==> src/rtl/cpd_pkg.sv <==
package cpd_pkg;
  // Synchronized comparator flags, packed so the synchronizer can treat them as a vector
  typedef struct packed {
    logic ld_hi;   // load above upper zone threshold
    logic ld_lo;   // load above lower zone threshold
    logic i_hi;    // current above loose limit
    logic i_lo;    // current above tight limit
  } cmp_flags_t;

  localparam int unsigned FLAG_W = $bits(cmp_flags_t);

  typedef enum logic [1:0] {
    ZONE_LOW  = 2'd0,
    ZONE_MID  = 2'd1,
    ZONE_FREE = 2'd2
  } load_zone_e;
endpackage

==> src/rtl/cpd_sync.sv <==
module cpd_sync #(
  parameter int unsigned WIDTH  = 4,
  parameter int unsigned STAGES = 2
) (
  input  logic             clk,
  input  logic             rst_n,
  input  logic [WIDTH-1:0] d_async,
  output logic [WIDTH-1:0] q_sync
);
  generate
    for (genvar b = 0; b < WIDTH; b++) begin : g_bit
      logic [STAGES-1:0] chain;
      always_ff @(posedge clk or negedge rst_n) begin
        if (!rst_n) chain <= '0;
        else        chain <= {chain[STAGES-2:0], d_async[b]};
      end
      assign q_sync[b] = chain[STAGES-1];
    end
  endgenerate
endmodule

==> src/rtl/cpd_osc.sv <==
module cpd_osc #(
  parameter int unsigned HI_CYC = 32,
  parameter int unsigned LO_CYC = 8,
  localparam int unsigned PERIOD = HI_CYC + LO_CYC,
  localparam int unsigned CW     = $clog2(PERIOD)
) (
  input  logic          clk,
  input  logic          rst_n,
  input  logic          restart,
  output logic [CW-1:0] phase,
  output logic          osc_hi
);
  localparam logic [CW-1:0] LAST = CW'(PERIOD - 1);
  localparam logic [CW-1:0] HI_END = CW'(HI_CYC);

  always_ff @(posedge clk or negedge rst_n) begin
    if (!rst_n)            phase <= '0;
    else if (restart)      phase <= '0;
    else if (phase == LAST) phase <= '0;
    else                   phase <= phase + 1'b1;
  end

  assign osc_hi = (phase < HI_END);
endmodule

==> src/rtl/cpd_gate.sv <==
module cpd_gate
  import cpd_pkg::*;
(
  input  logic       clk,
  input  logic       rst_n,
  input  logic       shut,
  input  logic       osc_hi,
  input  cmp_flags_t flags,
  output load_zone_e zone,
  output logic       pump
);
  logic allow;

  always_comb begin
    if (flags.ld_hi)      zone = ZONE_FREE;
    else if (flags.ld_lo) zone = ZONE_MID;
    else                  zone = ZONE_LOW;
    unique case (zone)
      ZONE_LOW:  allow = !flags.i_lo;
      ZONE_MID:  allow = !flags.i_hi;
      ZONE_FREE: allow = 1'b1;
      default:   allow = 1'b0;
    endcase
  end

  always_ff @(posedge clk or negedge rst_n) begin
    if (!rst_n)    pump <= 1'b0;
    else if (shut) pump <= 1'b0;
    else           pump <= osc_hi & allow;
  end
endmodule

==> src/rtl/soa_pump_drv.sv <==
module soa_pump_drv
  import cpd_pkg::*;
#(
  parameter int unsigned HI_CYC      = 32,
  parameter int unsigned LO_CYC      = 8,
  parameter int unsigned SYNC_STAGES = 2
) (
  input  logic clk,
  input  logic rst_n,
  input  logic shut_req,
  input  logic ld_above_lo,
  input  logic ld_above_hi,
  input  logic cur_over_lo,
  input  logic cur_over_hi,
  output logic pump_drv
);
  localparam int unsigned CW = $clog2(HI_CYC + LO_CYC);

  cmp_flags_t    raw_flags;
  logic [FLAG_W-1:0] sync_vec;
  cmp_flags_t    flg_s;
  logic [CW-1:0] ph_q;
  logic          osc_hi;
  load_zone_e    zone;

  assign raw_flags = '{ld_hi: ld_above_hi, ld_lo: ld_above_lo,
                       i_hi: cur_over_hi, i_lo: cur_over_lo};

  cpd_sync #(.WIDTH(FLAG_W), .STAGES(SYNC_STAGES)) u_sync (
    .clk     (clk),
    .rst_n   (rst_n),
    .d_async (raw_flags),
    .q_sync  (sync_vec)
  );
  assign flg_s = cmp_flags_t'(sync_vec);

  cpd_osc #(.HI_CYC(HI_CYC), .LO_CYC(LO_CYC)) u_osc (
    .clk     (clk),
    .rst_n   (rst_n),
    .restart (shut_req),
    .phase   (ph_q),
    .osc_hi  (osc_hi)
  );

  cpd_gate u_gate (
    .clk    (clk),
    .rst_n  (rst_n),
    .shut   (shut_req),
    .osc_hi (osc_hi),
    .flags  (flg_s),
    .zone   (zone),
    .pump   (pump_drv)
  );
endmodule

==> config.mk <==
export PLATFORM = sky130hd
export DESIGN_NAME = soa_pump_drv
export DESIGN_NICKNAME = d
export VERILOG_FILES = /design/src/rtl/cpd_pkg.sv /design/src/rtl/cpd_sync.sv /design/src/rtl/cpd_osc.sv /design/src/rtl/cpd_gate.sv /design/src/rtl/soa_pump_drv.sv
export SDC_FILE = /design/constraint.sdc
export NUM_CORES = 1
export LEC_CHECK = 0
export BUFFER_PORTS_ARGS = -buffer_cell sky130_fd_sc_hd__buf_2
export CELL_PAD_IN_SITES_DETAIL_PLACEMENT = 1
export CELL_PAD_IN_SITES_GLOBAL_PLACEMENT = 1
export CORE_MARGIN = 2
export CORE_UTILIZATION = 41
export DETAILED_ROUTE_END_ITERATION = 10
export GPL_ROUTABILITY_DRIVEN = 0
export HOLD_SLACK_MARGIN = 0.08
export PLACE_DENSITY = 0.78
export SLEW_MARGIN = 10
export SYNTH_ARGS = -nofsm -noshare
export SYNTH_HDL_FRONTEND = slang
export SYNTH_HIERARCHICAL = 1
export SYNTH_SLANG_ARGS = --single-unit
export TNS_END_PERCENT = 20
==> constraint.sdc <==
create_clock -name clk -period 1.25 [get_ports clk]
set_clock_uncertainty 0.05 [all_clocks]
set_input_delay 0.0625 -clock clk [delete_from_list [all_inputs] [get_ports clk]]
set_output_delay 0.0625 -clock clk [all_outputs]
set_load 0.005 [all_outputs]
==> impl_metrics.toml <==
[clock_tree]
cts-htree-levels = 1
cts_tree = "done"
insertion_delay_ns = 0.28
cts.clk_slew.worst_paths_ns = 0.09
cts_max_path_buffers = 2
post_cts_buffers = 0
numCtsBuffers = 3
root_buffer = "clkbuf_4"
cts_sinks = 15

[setup_path]
cp_data_arrival_time_ns = 1.32
r2r_end = "u_osc/phase[5]"
required_ns = 1.41
rrSetupSlack_ns = 0.09
cp-start-kind = "flop"
crit_type = "reg2reg"
r2r-start = "u_osc/phase[0]"
endpoint_kind = "flop"
cp_max_fo = 3
reg2reg_depth = 3
startpoint = "u_osc/phase[0]"

[final_layout]
nets = 62
final_util_pct = 51.9
drive_gt1_share_pct = 28.3
area_growth_pct = 21.2
n_antenna_cell = 0

[drt]
wl_met2_um = 488
drcViolationCount = 0
routed-via-count = 323
dr.first_iter.drc_count = 9
viasPerCell = 4.75
antenna_left = 0
wl_met1_um = 394
dr_wl_met3_um = 32
wl_um = 916
wl_per_cell_um = 13.5
firstDrtPassIters = 4
highest_layer = "met3"

[die]
boundaryPins = 8
die_width_um = 40.4
design.die.area_sq_mm = 0.00163
start_util_pct = 42.8
die_h_um = 40.4
core.rowCount = 13
core_sq_mm = 0.00127

[timing]
tightest_slew_ns = 0.336
setup_tns_ns = 0
slew_headroom_pct = 77.6
setup_viol = 0
period_needed_ns = 1.16
fin_crit_sh_pct = 92.9
finalHoldWorstSlack_ns = 0.154
fmax_mhz = 861
slew_violations = 0
rsz0062_at_grt = "no"
hold_violations = 0

[global_route]
antenna_found_initial = 0
grt_max_degree = 16
grt_pass1_wl_um = 1430
track_usage_pct = 14.4
gr-total-overflow = 0
grt_pass1_vias = 352

[placed_design]
dpl.hpwl_um = 618
io_buffer_count = 7

[hold_path]
hold_class = "in2async"

[pwr]
leakage_nw = 0.310
totalPowerFinal_w = 0.000854
ir_drop_mv = 0.664
p_per_area_mw_per_mm2 = 1300

[logic_synthesis]
yosysWarnings = 6
avgSynthCellArea_sq_um = 13.6
syn_nets = 48
netlist_instances = 40
synth.cell_area_sq_um = 543

[job]
drv_cap = 0

[outcome]
outcome = "completed"
==> critical path: stages (launching register included) <==
cell	delay, ns
dfrtp_1	0.42
ha_2	0.23
a41o_2	0.27
a21oi_1	0.12
==> metrics by stage <==
stage	cell area, sq um	instances	setup WS [ns]
after floorplan	543	40	0.156
after global placement	567	58	0.147
after detailed placement	567	58	0.0742
after CTS	654	68	0.0398
after global routing	658	68	0.0332
final	658	68	0.0886
==> state kept, by name, summed over array words and instances (netlist names) <==
signal and cells:
u_osc/phase 6, u_sync/g_bit.chain 8, u_gate/pump 1
==> how the worst max path moves through the flow <==
| stage | endpoint | slack (ns) | cells after the start |
|---|---|---|---|
| final | u_osc/phase[5] | 0.09 | 3 |
| after floorplan | u_osc/phase[5] | 0.16 | 3 |
| after CTS | u_osc/phase[5] | 0.04 | 3 |
| after global placement | u_osc/phase[5] | 0.15 | 3 |
| after detailed placement | u_osc/phase[5] | 0.07 | 3 |
| after global routing | u_osc/phase[5] | 0.03 | 3 |
==> repair_timing <==
item,4_1_cts,5_1_grt
gates resized for setup,0,2
hold buffers,6,0
hold endpoints to repair,23,0
endpoints found under the setup margin,0,1
==> metal layers <==
layer  vias up  track usage [%]
met5         -                0
met4         0             7.50
met3         0             5.00
met2         9             22.2
met1       160             17.6
li1        154                -
==> where the power goes <==
part	internal [W]	leakage [nW]	switching, W	total [W]
sequential	0.000508	0.185	0.0000134	0.000522
clock	0.000119	0.0177	0.000153	0.000272
combinational	0.0000341	0.107	0.0000263	0.0000604
==> cell type report <==
class	instances	area [sq um]
timing repair buffer	13	95.1
fill	135	611
clock inverter	1	5.00
multi-input combinational	19	133
inverter	2	7.51
clock buffer	3	22.5
sequential	15	377
tap	15	18.8
==> cells in the final DEF, fill, tap and decap left out <==
cell type       n
or3_1           1
o211a_1         1
a41o_2          1
xnor2_1         1
o21ai_0         1
buf_2           7
a21oi_1         1
dfrtp_1        14
nand3_2         1
nor2b_1         1
dfrtp_2         1
mux2i_1         1
nand2_1         1
inv_1           2
nor2_1          5
clkinv_2        1
ha_2            1
nand3_1         1
dlygate4sd3_1   6
clkbuf_4        3
xor2_1          2
No activity file was read; power rests on OpenSTA's default activity.
